**src/rtl/ddrcmd_pkg.sv**
```systemverilog
// Package: command and mode codes shared by the decoder and its submodules.
// Assumes: the code values are visible at the top ports and are fixed.
package ddrcmd_pkg;

    typedef enum logic [4:0] {
        CMD_DESEL    = 5'd0,
        CMD_NOP      = 5'd1,
        CMD_ACT      = 5'd2,
        CMD_PRE      = 5'd3,
        CMD_PREA     = 5'd4,
        CMD_WR       = 5'd5,
        CMD_WRA      = 5'd6,
        CMD_RD       = 5'd7,
        CMD_RDA      = 5'd8,
        CMD_MRS      = 5'd9,
        CMD_EMRS     = 5'd10,
        CMD_BST      = 5'd11,
        CMD_AREF     = 5'd12,
        CMD_SREF_IN  = 5'd13,
        CMD_SREF_OUT = 5'd14,
        CMD_PD_IN    = 5'd15,
        CMD_PD_OUT   = 5'd16,
        CMD_SUSP_IN  = 5'd17,
        CMD_SUSP_OUT = 5'd18,
        CMD_HOLD     = 5'd19,
        CMD_BAD      = 5'd20
    } cmd_e;

    typedef enum logic [1:0] {
        MODE_NORMAL = 2'd0,
        MODE_SELF   = 2'd1,
        MODE_PDOWN  = 2'd2,
        MODE_SUSP   = 2'd3
    } mode_e;

endpackage

```
**src/rtl/ddrcmd_pin_decode.sv**
```systemverilog
// Module: pure pin decode. It maps the control pins and the two clock-enable
// levels to a raw command and knows nothing of bank or device state.
// Assumes: every power-down entry comes out as CMD_PD_IN and every exit as
// CMD_PD_OUT; the top renames them from the mode and the burst state.
module ddrcmd_pin_decode
    import ddrcmd_pkg::*;
#(
    parameter int BA_W = 2
) (
    input  logic            cke_prev_i,
    input  logic            cke_i,
    input  logic            cs_n_i,
    input  logic            ras_n_i,
    input  logic            cas_n_i,
    input  logic            we_n_i,
    input  logic [BA_W-1:0] ba_i,
    input  logic            qual_i,
    output cmd_e            raw_o
);

    logic [2:0] strobes;
    logic       quiet;

    assign strobes = {ras_n_i, cas_n_i, we_n_i};
    assign quiet   = cs_n_i || (strobes == 3'b111);

    // Purpose: pick the raw command from the clock-enable pair and the strobes.
    always_comb begin
        raw_o = CMD_BAD;
        if (!cke_prev_i) begin
            if (!cke_i)
                raw_o = CMD_HOLD;
            else
                raw_o = quiet ? CMD_PD_OUT : CMD_BAD;
        end else if (!cke_i) begin
            if (quiet)
                raw_o = CMD_PD_IN;
            else if (strobes == 3'b001)
                raw_o = CMD_SREF_IN;
            else
                raw_o = CMD_BAD;
        end else if (cs_n_i) begin
            raw_o = CMD_DESEL;
        end else begin
            case (strobes)
                3'b111:  raw_o = CMD_NOP;
                3'b011:  raw_o = CMD_ACT;
                3'b010:  raw_o = qual_i ? CMD_PREA : CMD_PRE;
                3'b100:  raw_o = qual_i ? CMD_WRA : CMD_WR;
                3'b101:  raw_o = qual_i ? CMD_RDA : CMD_RD;
                3'b110:  raw_o = CMD_BST;
                3'b001:  raw_o = CMD_AREF;
                default: begin
                    if (ba_i == BA_W'(0))
                        raw_o = CMD_MRS;
                    else if (ba_i == BA_W'(1))
                        raw_o = CMD_EMRS;
                    else
                        raw_o = CMD_BAD;
                end
            endcase
        end
    end

endmodule

```
**src/rtl/ddrcmd_bank_track.sv**
```systemverilog
// Module: per-bank idle/active state with an auto-precharge countdown in
// each bank.
// Assumes: the strobes arrive already qualified as legal; freeze_i stops the
// countdowns while the clock is not running internally.
module ddrcmd_bank_track #(
    parameter int BA_W      = 2,
    parameter int BURST_LEN = 4,
    localparam int NBANK    = 1 << BA_W,
    localparam int CNT_W    = $clog2(BURST_LEN + 1)
) (
    input  logic             clk,
    input  logic             rst_n,
    input  logic             freeze_i,
    input  logic             act_i,
    input  logic             pre_i,
    input  logic             prea_i,
    input  logic             ap_start_i,
    input  logic [BA_W-1:0]  bank_i,
    output logic [NBANK-1:0] active_o,
    output logic [NBANK-1:0] open_o
);

    for (genvar g = 0; g < NBANK; g++) begin : g_bank
        logic             act_q;
        logic [CNT_W-1:0] ap_cnt_q;
        logic             sel;

        assign sel = (bank_i == BA_W'(g));

        // Purpose: open, close and time out this bank.
        always_ff @(posedge clk) begin
            if (!rst_n) begin
                act_q    <= 1'b0;
                ap_cnt_q <= '0;
            end else if (prea_i || (pre_i && sel)) begin
                act_q    <= 1'b0;
                ap_cnt_q <= '0;
            end else if (act_i && sel) begin
                act_q    <= 1'b1;
            end else if (ap_start_i && sel) begin
                ap_cnt_q <= CNT_W'(BURST_LEN);
            end else if (ap_cnt_q != '0 && !freeze_i) begin
                ap_cnt_q <= ap_cnt_q - 1'b1;
                if (ap_cnt_q == CNT_W'(1))
                    act_q <= 1'b0;
            end
        end

        assign active_o[g] = act_q;
        assign open_o[g]   = act_q && (ap_cnt_q == '0);

        AST_AP_NEEDS_ACTIVE: assert property (@(posedge clk) disable iff (!rst_n)
            (ap_cnt_q != '0) |-> act_q);
        AST_AP_CNT_BOUND: assert property (@(posedge clk) disable iff (!rst_n)
            ap_cnt_q <= CNT_W'(BURST_LEN));
        AST_AP_FROZEN: assert property (@(posedge clk) disable iff (!rst_n)
            (freeze_i && !prea_i && !pre_i) |=> $stable(ap_cnt_q));
    end

endmodule

```
**src/rtl/ddrcmd_burst_ctl.sv**
```systemverilog
// Module: data burst counter plus the write-data and read-output enables
// derived from the data mask.
// Assumes: start_i and stop_i are already qualified as legal; run_i is low
// while the device is not in normal mode.
module ddrcmd_burst_ctl #(
    parameter int BURST_LEN = 4,
    localparam int CNT_W    = $clog2(BURST_LEN + 1)
) (
    input  logic clk,
    input  logic rst_n,
    input  logic freeze_i,
    input  logic start_i,
    input  logic is_wr_i,
    input  logic stop_i,
    input  logic dm_i,
    input  logic run_i,
    output logic busy_o,
    output logic wr_en_o,
    output logic rd_oe_o
);

    logic [CNT_W-1:0] cnt_q;
    logic             wr_q;
    logic             dm_q;

    // Purpose: load, cut or count down the burst.
    always_ff @(posedge clk) begin
        if (!rst_n) begin
            cnt_q <= '0;
            wr_q  <= 1'b0;
        end else if (start_i) begin
            cnt_q <= CNT_W'(BURST_LEN);
            wr_q  <= is_wr_i;
        end else if (stop_i && !wr_q) begin
            cnt_q <= '0;
        end else if (cnt_q != '0 && !freeze_i) begin
            cnt_q <= cnt_q - 1'b1;
        end
    end

    // Purpose: sample the data mask on every edge.
    always_ff @(posedge clk) begin
        if (!rst_n)
            dm_q <= 1'b1;
        else
            dm_q <= dm_i;
    end

    assign busy_o  = (cnt_q != '0);
    assign wr_en_o = busy_o && wr_q && !dm_q && run_i;
    assign rd_oe_o = busy_o && !wr_q && !dm_q && run_i;

    AST_OE_EXCLUSIVE: assert property (@(posedge clk) disable iff (!rst_n)
        !(wr_en_o && rd_oe_o));
    AST_BURST_BOUND: assert property (@(posedge clk) disable iff (!rst_n)
        cnt_q <= CNT_W'(BURST_LEN));
    AST_STOP_ENDS_READ: assert property (@(posedge clk) disable iff (!rst_n)
        (stop_i && !start_i && !wr_q) |=> !busy_o);

endmodule

```
**src/rtl/ddrcmd_decoder.sv**
```systemverilog
// Module: top of the command decoder. It keeps the previous clock-enable
// level, renames the raw decode from the mode and the burst state, judges
// legality, holds the device mode and registers every output.
// Assumes: the pins are stable around the rising clock edge; reset is
// synchronous and held for at least one edge.
module ddrcmd_decoder
    import ddrcmd_pkg::*;
#(
    parameter int BA_W      = 2,
    parameter int ROW_W     = 12,
    parameter int COL_W     = 8,
    parameter int AP_BIT    = 8,
    parameter int BURST_LEN = 4,
    localparam int NBANK    = 1 << BA_W
) (
    input  logic             clk,
    input  logic             rst_n,
    input  logic             cke_i,
    input  logic             cs_n_i,
    input  logic             ras_n_i,
    input  logic             cas_n_i,
    input  logic             we_n_i,
    input  logic [BA_W-1:0]  ba_i,
    input  logic [ROW_W-1:0] addr_i,
    input  logic             dm_i,
    output logic [4:0]       cmd_o,
    output logic             illegal_o,
    output logic [BA_W-1:0]  bank_o,
    output logic             ap_o,
    output logic [ROW_W-1:0] row_o,
    output logic [COL_W-1:0] col_o,
    output logic [NBANK-1:0] bank_active_o,
    output logic [1:0]       mode_o,
    output logic             burst_o,
    output logic             wr_en_o,
    output logic             rd_oe_o
);

    logic             cke_prev_q;
    cmd_e             raw;
    cmd_e             cmd_res;
    cmd_e             cmd_q;
    mode_e            mode_q;
    mode_e            mode_nxt;
    logic             legal;
    logic             ill_q;
    logic             normal;
    logic             freeze;
    logic             busy;
    logic             access;
    logic [NBANK-1:0] bank_active_w;
    logic [NBANK-1:0] bank_open_w;
    logic [BA_W-1:0]  bank_q;
    logic             ap_q;
    logic [ROW_W-1:0] row_q;
    logic [COL_W-1:0] col_q;

    ddrcmd_pin_decode #(.BA_W(BA_W)) u_pins (
        .cke_prev_i (cke_prev_q),
        .cke_i      (cke_i),
        .cs_n_i     (cs_n_i),
        .ras_n_i    (ras_n_i),
        .cas_n_i    (cas_n_i),
        .we_n_i     (we_n_i),
        .ba_i       (ba_i),
        .qual_i     (addr_i[AP_BIT]),
        .raw_o      (raw)
    );

    assign normal = (mode_q == MODE_NORMAL);
    assign freeze = !cke_i || !normal;
    assign access = (cmd_res == CMD_WR) || (cmd_res == CMD_WRA) ||
                    (cmd_res == CMD_RD) || (cmd_res == CMD_RDA);

    // Purpose: rename power-down entry and exit from the burst and mode state.
    always_comb begin
        cmd_res = raw;
        if (raw == CMD_PD_IN && busy)
            cmd_res = CMD_SUSP_IN;
        else if (raw == CMD_PD_OUT) begin
            case (mode_q)
                MODE_SELF: cmd_res = CMD_SREF_OUT;
                MODE_SUSP: cmd_res = CMD_SUSP_OUT;
                default:   cmd_res = CMD_PD_OUT;
            endcase
        end
    end

    // Purpose: judge the resolved command against the bank and mode state.
    always_comb begin
        case (cmd_res)
            CMD_HOLD:                          legal = 1'b1;
            CMD_DESEL, CMD_NOP,
            CMD_PRE, CMD_PREA,
            CMD_PD_IN, CMD_SUSP_IN:            legal = normal;
            CMD_ACT:                           legal = normal && !bank_active_w[ba_i];
            CMD_WR, CMD_WRA, CMD_RD, CMD_RDA:  legal = normal && bank_open_w[ba_i];
            CMD_MRS, CMD_EMRS,
            CMD_AREF, CMD_SREF_IN:             legal = normal && (bank_active_w == '0);
            CMD_BST:                           legal = normal && (bank_active_w != '0);
            CMD_SREF_OUT, CMD_PD_OUT,
            CMD_SUSP_OUT:                      legal = !normal;
            default:                           legal = 1'b0;
        endcase
    end

    // Purpose: next device mode for an accepted command.
    always_comb begin
        case (cmd_res)
            CMD_SREF_IN:                            mode_nxt = MODE_SELF;
            CMD_PD_IN:                              mode_nxt = MODE_PDOWN;
            CMD_SUSP_IN:                            mode_nxt = MODE_SUSP;
            CMD_SREF_OUT, CMD_PD_OUT, CMD_SUSP_OUT: mode_nxt = MODE_NORMAL;
            default:                                mode_nxt = mode_q;
        endcase
    end

    ddrcmd_bank_track #(.BA_W(BA_W), .BURST_LEN(BURST_LEN)) u_banks (
        .clk        (clk),
        .rst_n      (rst_n),
        .freeze_i   (freeze),
        .act_i      (legal && cmd_res == CMD_ACT),
        .pre_i      (legal && cmd_res == CMD_PRE),
        .prea_i     (legal && cmd_res == CMD_PREA),
        .ap_start_i (legal && (cmd_res == CMD_WRA || cmd_res == CMD_RDA)),
        .bank_i     (ba_i),
        .active_o   (bank_active_w),
        .open_o     (bank_open_w)
    );

    ddrcmd_burst_ctl #(.BURST_LEN(BURST_LEN)) u_burst (
        .clk      (clk),
        .rst_n    (rst_n),
        .freeze_i (freeze),
        .start_i  (legal && access),
        .is_wr_i  (cmd_res == CMD_WR || cmd_res == CMD_WRA),
        .stop_i   (legal && cmd_res == CMD_BST),
        .dm_i     (dm_i),
        .run_i    (normal),
        .busy_o   (busy),
        .wr_en_o  (wr_en_o),
        .rd_oe_o  (rd_oe_o)
    );

    // Purpose: remember the clock-enable level for the next decode.
    always_ff @(posedge clk) begin
        if (!rst_n)
            cke_prev_q <= 1'b1;
        else
            cke_prev_q <= cke_i;
    end

    // Purpose: register the reported command and its verdict.
    always_ff @(posedge clk) begin
        if (!rst_n) begin
            cmd_q  <= CMD_NOP;
            ill_q  <= 1'b0;
            bank_q <= '0;
            ap_q   <= 1'b0;
        end else begin
            cmd_q  <= cmd_res;
            ill_q  <= !legal;
            bank_q <= ba_i;
            ap_q   <= addr_i[AP_BIT];
        end
    end

    // Purpose: capture row and column addresses of accepted commands.
    always_ff @(posedge clk) begin
        if (!rst_n) begin
            row_q <= '0;
            col_q <= '0;
        end else begin
            if (legal && cmd_res == CMD_ACT)
                row_q <= addr_i;
            if (legal && access)
                col_q <= addr_i[COL_W-1:0];
        end
    end

    // Purpose: hold the device mode, changed only by accepted commands.
    always_ff @(posedge clk) begin
        if (!rst_n)
            mode_q <= MODE_NORMAL;
        else if (legal)
            mode_q <= mode_nxt;
    end

    assign cmd_o         = cmd_q;
    assign illegal_o     = ill_q;
    assign bank_o        = bank_q;
    assign ap_o          = ap_q;
    assign row_o         = row_q;
    assign col_o         = col_q;
    assign bank_active_o = bank_active_w;
    assign mode_o        = mode_q;
    assign burst_o       = busy;

    AST_ILLEGAL_HOLDS_MODE: assert property (@(posedge clk) disable iff (!rst_n)
        ill_q |-> (mode_q == $past(mode_q)));
    AST_ACT_FROM_IDLE: assert property (@(posedge clk) disable iff (!rst_n)
        (cmd_q == CMD_ACT && !ill_q) |-> ((($past(bank_active_w) >> bank_q) & NBANK'(1)) == '0));
    AST_PREA_CLEARS_ALL: assert property (@(posedge clk) disable iff (!rst_n)
        (cmd_q == CMD_PREA && !ill_q) |-> (bank_active_w == '0));
    AST_MODE_NEEDS_CKE_LOW: assert property (@(posedge clk) disable iff (!rst_n)
        (mode_q != MODE_NORMAL && $past(mode_q) == MODE_NORMAL) |-> !$past(cke_i));
    AST_SUSPEND_OUTPUTS_OFF: assert property (@(posedge clk) disable iff (!rst_n)
        (mode_q == MODE_SUSP) |-> (!wr_en_o && !rd_oe_o));

endmodule

```
**config.mk**
```make
export PLATFORM = sky130hd
export DESIGN_NAME = ddrcmd_decoder
export DESIGN_NICKNAME = d
export VERILOG_FILES = /design/src/rtl/ddrcmd_pkg.sv /design/src/rtl/ddrcmd_pin_decode.sv /design/src/rtl/ddrcmd_bank_track.sv /design/src/rtl/ddrcmd_burst_ctl.sv /design/src/rtl/ddrcmd_decoder.sv
export SDC_FILE = /design/constraint.sdc
export NUM_CORES = 1
export LEC_CHECK = 0
export BUFFER_PORTS_ARGS = -buffer_cell sky130_fd_sc_hd__buf_2
export CELL_PAD_IN_SITES_DETAIL_PLACEMENT = 1
export CELL_PAD_IN_SITES_GLOBAL_PLACEMENT = 1
export CORE_UTILIZATION = 38
export DETAILED_ROUTE_END_ITERATION = 6
export GPL_TIMING_DRIVEN = 0
export PLACE_DENSITY = 0.86
export SLEW_MARGIN = 20
export SYNTH_ARGS = -nofsm -noshare
export SYNTH_HDL_FRONTEND = slang
export SYNTH_SLANG_ARGS = --single-unit
```
**constraint.sdc**
```tcl
create_clock -name clk -period 3.45 [get_ports clk]
set_clock_uncertainty 0.05 [all_clocks]
set_input_delay 0.69 -clock clk [delete_from_list [all_inputs] [get_ports clk]]
set_output_delay 0.69 -clock clk [all_outputs]
set_load 0.01 [all_outputs]
```
### Yosys cells after proc, flatten, opt, wreduce, memory -nomap -nowiden

Index checks and enable logic that the tools add are counted.

* add/subtract/negate cells: 5
* magnitude comparators: 1
* equal/unequal tests: 41
* multiplexer cells: 49
* bitwise logic cells: 5
* reduce and logical (&&, ||, !) cells: 102

Operators with widths (count)
* $mux W5: 10
* $eq A5 B4 Y1 const B: 9
* $logic_and A1 B1 Y1: 39
* $mux W3: 13
* $pmux W5 S7: 1
* $eq A5 B5 Y1 const B: 5
* $reduce_bool A2 Y1: 12
* $eq A5 B3 Y1 const B: 4
* $mux W1: 18
* $reduce_bool A3 Y1: 6
* $eq A3 B1 Y1 const B: 5
* $sub A3 B1 Y3 const B: 5
* $eq A3 B3 Y1 const B: 4
* $logic_not A3 Y1: 4
* $reduce_and A3 Y1: 4
* $eq A5 B2 Y1 const B: 2
* $logic_or A1 B1 Y1: 10
* $pmux W5 S2: 1
* $reduce_and A2 Y1: 5
* $ne A2 B1 Y1 const B: 4
* $pmux W2 S4: 1
* $reduce_bool A4 Y1: 2
* $reduce_or A2 Y1: 4
* $reduce_or A4 Y1: 2
* 16 further kinds: 33

* flip-flop bits (word level): 53
* input bits: 22
* output and inout port bits: 38
* logic and storage cells: 223

### Longest topological paths before layout

* depth after elaboration: 17
* depth in mapped cells: 14
* depth with buffers taken out: 12

### Cells and area by module

A second synthesis with hierarchy kept.

* cells, all modules: 371
* area total of the unflattened synthesis: 3224.3 um^2

Modules (own cells, without submodules)
* ddrcmd_decoder: times used 1, cells an instance 175, area each 1565.3 um^2, sequential area each 640.6 um^2
* ddrcmd_bank_track: times used 1, cells an instance 124, area each 1114.8 um^2, sequential area each 320.3 um^2
* ddrcmd_pin_decode: times used 1, cells an instance 43, area each 279.0 um^2, sequential area each 0.0 um^2
* ddrcmd_burst_ctl: times used 1, cells an instance 29, area each 265.3 um^2, sequential area each 100.1 um^2

### Worst setup path after synthesis

Ideal clock, no wire load.

* kind: input to register
* from: input ras_n_i
* to: register u_burst.cnt_q[2]
* arrival: 3.272 ns
* required time: 3.285 ns
* setup slack: 0.013 ns
* stages: 12
* buffers on the path: 2
* cell sequence: buf_6 and2_1 o21a_1 o41a_1 a2111oi_4 nor2_1 and3_4 o31a_1 o21ai_2 buf_4 o21ai_0 and2_1

* longest elaborated chain between the ends: 15
* elaborated cells between the ends (all ways): 55
* classes of those cells: eq/ne (28); mux (13); reduce/logical (14)

Ends and longest elaborated chain
* start: declaration: line ddrcmd_decoder.sv:20 `input logic ras_n_i,`
* $eq A3 B1 Y1 (tied with other cells): line ddrcmd_pin_decode.sv:38, ddrcmd_pin_decode.sv:45
* $pmux W5 S7 (tied with other cells): line ddrcmd_pin_decode.sv:45 `case (strobes)`
* $mux W5 (tied with other cells): line ddrcmd_pin_decode.sv:42 `end else if (cs_n_i) begin`
* $mux W5 (on tied branches): line ddrcmd_pin_decode.sv:35, ddrcmd_pin_decode.sv:31
* $mux W5 *: line ddrcmd_pin_decode.sv:30 `if (!cke_prev_i) begin`
* $eq A5 B5 Y1 / $eq A5 B4 Y1 (equally long branches): line ddrcmd_decoder.sv:80, ddrcmd_decoder.sv:78
* $mux W5 / $logic_and A1 B1 Y1 (equally long branches): line ddrcmd_decoder.sv:80, ddrcmd_decoder.sv:78
* $mux W5 *: line ddrcmd_decoder.sv:78 `if (raw == CMD_PD_IN && busy)`
* $eq A5 B2 Y1 (tied with other cells): line ddrcmd_decoder.sv:91 `case (cmd_res)`
* $reduce_or A6 Y1 (tied with other cells): line ddrcmd_decoder.sv:91
* $pmux W1 S7: line ddrcmd_decoder.sv:91
* $logic_and A1 B1 Y1: line ddrcmd_decoder.sv:137 `.stop_i (legal && cmd_res == CMD_BST),`
* $logic_and A1 B1 Y1: line ddrcmd_burst_ctl.sv:34 `end else if (stop_i && !wr_q) begin`
* $mux W3: line ddrcmd_burst_ctl.sv:34
* $mux W3: line ddrcmd_burst_ctl.sv:31 `end else if (start_i) begin`
* end signal: assignment: line ddrcmd_burst_ctl.sv:32 `cnt_q <= CNT_W'(BURST_LEN);`
* end signal: assignment: line ddrcmd_burst_ctl.sv:37 `cnt_q <= cnt_q - 1'b1;`
* end: declaration: line ddrcmd_burst_ctl.sv:22 `logic [CNT_W-1:0] cnt_q;`

Mark *: on every way between the ends. The rest lies on a longest branch, timed or not.
A chain may end at the register's enable or synchronous reset.

### Worst setup path after layout

* from: input we_n_i
* to: register u_burst.wr_q

* longest elaborated chain between the ends: 13
* elaborated cells between the ends (all ways): 50
* classes of those cells: eq/ne (28); mux (11); reduce/logical (11)

Ends and longest elaborated chain
* start: declaration: line ddrcmd_decoder.sv:22 `input logic we_n_i,`
* $eq A3 B1 Y1 (tied with other cells): line ddrcmd_pin_decode.sv:38, ddrcmd_pin_decode.sv:45
* $pmux W5 S7 (tied with other cells): line ddrcmd_pin_decode.sv:45
* $mux W5 (tied with other cells): line ddrcmd_pin_decode.sv:42
* $mux W5 (on tied branches): line ddrcmd_pin_decode.sv:35, ddrcmd_pin_decode.sv:31
* $mux W5 *: line ddrcmd_pin_decode.sv:30
* $eq A5 B5 Y1 / $eq A5 B4 Y1 (equally long branches): line ddrcmd_decoder.sv:80, ddrcmd_decoder.sv:78
* $mux W5 / $logic_and A1 B1 Y1 (equally long branches): line ddrcmd_decoder.sv:80, ddrcmd_decoder.sv:78
* $mux W5 *: line ddrcmd_decoder.sv:78
* parallel branches: the longest is 5 deep, another holds $pmux W1 S7
* end signal: assignment: line ddrcmd_burst_ctl.sv:33 `wr_q <= is_wr_i;`
* end: declaration: line ddrcmd_burst_ctl.sv:23 `logic wr_q;`

Mark *: on every way between the ends.

==> flow_metrics.py <==
metrics = {
    "final_layout": {
        "final_area_um2": 4310,
        "antennaDiodeCount": 0,
        "final_nets": 526,
        "syn_to_final_growth_pct": 27.3,
        "fin_util_pct": 49.7,
        "drive_gt1_share_pct": 29.1,
        "stdcell_count": 599,
    },
    "power_and_ir_drop": {
        "seq_power_share_pct": 36.4,
        "p_int_mw": 1.25,
        "leakage_nw": 1.74,
        "peakVddDrop_uv": 194,
        "power_switching_share_pct": 41.5,
        "power_density_nw_per_um2": 496,
        "switchingPower_mw": 0.886,
        "clkPwrFrac_pct": 17.2,
        "power_frac_comb_pct": 46.4,
    },
    "sta": {
        "setup_viol": 0,
        "worst_pin_slew_ps": 865,
        "maxSlewHeadroom_pct": 41.7,
        "fin_setup_tns_ps": 0,
        "period_share_pct": 99.1,
        "period_needed_ps": 3420,
        "setup_ws_ps": 30.1,
        "slew_violations": 0,
        "hold_viol": 0,
        "grt_setup_unrepaired": "true",
        "max_freq_ghz": 0.292,
    },
    "routing": {
        "via_per_inst": 5.87,
        "drtAntennaViolNets": 0,
        "drtIter0Drc": 111,
        "first_pass_iters": 4,
        "avgRoutedWirePerCell_um": 19.7,
        "wl_um": 11800,
        "vias": 3519,
        "drc": 0,
    },
    "critical_path": {
        "crit_path_max_fanout": 8,
        "crit_arrival_ps": 3620,
        "rr_startpoint": "cke_prev_q",
        "cp.depth": 12,
        "slowest_stage": "or4b_1",
        "r2r-end": "u_burst.wr_q",
        "slowest_delay_ps": 510,
        "crit_buf_inv": 2,
        "reg2reg_depth": 12,
        "critPathCaptureType": "register",
        "crit_type": "in2reg",
        "start_kind": "primary input",
        "cpLargestDelayFamily": "compound AO/OA/AOI/OAI gates",
        "startpoint": "we_n_i",
        "regToRegSetupSlack_ps": 100,
        "cp_cell_sequence": "buf_6 > and2_4 > o21a_1 > o41a_1 > a2111oi_4 > buf_4 > a221oi_2 > a21oi_4 > o31a_1 > nor2_4 > or4b_1 > a21boi_1",
        "cp.required_ps": 3650,
        "endpoint": "u_burst.wr_q",
    },
    "worst_hold_path": {
        "hp-class": "reg2reg",
    },
    "placed_design": {
        "dp_hpwl_um": 8260,
        "place_ws_ps": -501,
        "place_area_um2": 3810,
        "post-place-cells": 579,
        "gp_congestion": 0.841,
        "io_buffers": 57,
    },
    "cts": {
        "clkSinkCount": 53,
        "clkLatencyLatePin_ps": 320,
        "cts_tree": "done",
        "holdBufCountCts": 0,
        "cts_made_buffers": 5,
        "cts_buffer_depth": 2,
        "h-tree-depth": 2,
        "clk_pin_slew_ps": 100,
        "root_buffer": "clkbuf_8",
    },
    "synth": {
        "yosys_warnings": 0,
        "syn_nets": 450,
        "yosysUniqueCellTypes": 76,
        "syn-cell-area_um2": 3390,
        "synth_top_cell_area_share_pct": 31.3,
        "ys_ff_latch": 53,
        "synthCells": 414,
        "async_reset_ff_share_pct": 0,
        "ys.flop_type": "dfxtp_1",
        "syn_avg_cell_area_um2": 8.18,
        "synth_area_leaders": "dfxtp_1 31%, nand2_1 5.9%, ha_1 5.2%",
        "synth_seq_area_share_pct": 31.3,
        "synth_largest_area_cell": "dfxtp_1",
        "synth_edf_count": 0,
    },
    "job": {
        "max-cap-violations": 0,
    },
    "die": {
        "core-area_um2": 8680,
        "die_height_um": 96.4,
        "die_w_um": 96.4,
        "die-area_um2": 9300,
        "rows": 34,
        "initial_utilization_pct": 39.0,
        "ios": 60,
    },
    "global_route": {
        "grt_max_degree": 18,
        "antenna_found_initial": 0,
        "grtUsageTotal_pct": 24.2,
        "grt_pass1_wl_um": 17200,
        "overflow": 0,
        "grt_pass1_vias": 3466,
    },
    "status": {
        "status": "completed",
    },
}
worst register-to-register path, delay by kind of cell (launching register included):
family / cells / cell delay, ps
and+or+nand+nor: 4 / 930
DFF: 1 / 370
buffers and inverters: 2 / 450
AOI/OAI and AO/OA: 6 / 1480
through the flow:
step | total power, mW | hold slack (ps)
3_5_place_dp | 1.66 | 409
5_1_grt | 2.28 | 448
2_1_floorplan | 1.39 | 399
3_3_place_gp | 1.59 | 397
4_1_cts | 2.04 | 423
6_report | 2.14 | 422
flip-flops by register name (all words and copies together) (netlist names), 2 cells and up:
register                 cells
row_o                       12
u_banks.g_bank.ap_cnt_q     12
col_o                        8
cmd_o                        5
u_banks.g_bank.act_q         4
u_burst.cnt_q                3
bank_o                       2
mode_o                       2
synthesized netlist by cell type, drive strengths merged, types with 3 or more instances:
master / n
o21a: 3
a211oi: 6
a311oi: 3
o31ai: 6
nor3: 9
nand2: 53
or3: 6
o311ai: 3
and3: 3
clkbuf: 8
o21ai: 18
a41oi: 3
a31oi: 8
mux2i: 8
nand2b: 12
nand4: 3
nand3: 15
a21oi: 22
a2111oi: 3
a21boi: 14
a211o: 6
ha: 14
and2: 9
nor2: 29
inv: 18
or2: 5
nor2b: 18
dfxtp: 53
a221oi: 4
buf: 15
per-layer routing:
layer / vias up / part of all wire [%] / GRT usage [%]
met5: - / 0 / 0
met4: 0 / 3.2 / 8.58
met3: 34 / 3.6 / 3.13
met2: 95 / 53 / 44.1
met1: 1739 / 41 / 28.9
li1: 1651 / - / -
cells in the final DEF, fill, tap and decap left out, drive strengths merged, types with 6 or more instances in the layout:
master and n:
dfxtp 53, nand2 53, nand3 15, and2 9
a211o 6, mux2i 8, o31ai 6, nor2 29
a31oi 8, nor2b 18, nor3 9, o21ai 18
inv 18, ha 14, nand2b 12, a21oi 23
or3 6, buf 80, a21boi 14, a211oi 6
clkbuf 16
power by group through the flow:
stage	sequential, mW	combinational, mW	clock (mW)
6_report	0.779	0.991	0.368
2_1_floorplan	0.785	0.610	0
3_3_place_gp	0.781	0.805	0
3_5_place_dp	0.791	0.867	0
5_1_grt	0.790	1.09	0.400
4_1_cts	0.777	0.889	0.370
logic make-up (layout without fill, tap and decap cells):
logic type | after synthesis | in the layout | share of synthesized area (%)
mux | 10 | 10 | 3.36
buf+inv | 41 | 117 | 5.65
flops | 53 | 53 | 31.3
xor+xnor | 2 | 2 | 0.517
fa+ha+maj | 14 | 14 | 5.17
simple gates | 178 | 178 | 27.5
compound gates | 116 | 117 | 26.4
cell type report:
class                           instances  area (µm²)
Sequential cell                        53        1060
Tap cell                              108         135
Fill cell                            1067        4370
Inverter                               18        67.6
Multi-Input combinational cell        321        2390
Timing Repair Buffer                   68         403
Clock inverter                          3        22.5
Buffer                                 23         159
Clock buffer                            5        68.8
repair_timing:
item | CTS | global route
gates cloned | 0 | 1
resized for setup | 9 | 68
setup endpoints to repair | 37 | 40
setup buffers | 2 | 9
pin swaps | 1 | 20
how the worst min path moves through the flow:
stage                       startpoint           end  slack [ps]  cells past startpoint
after floorplan           u_burst.wr_q  u_burst.wr_q         400                      2
after global placement        row_o[5]      row_o[5]         400                      2
after detailed placement      row_o[9]      row_o[9]         410                      2
after CTS                     row_o[9]      row_o[9]         420                      2
after global routing          row_o[9]      row_o[9]         450                      2
final                         row_o[9]      row_o[9]         420                      2
Note: power is estimated with default switching activity, not from simulation.
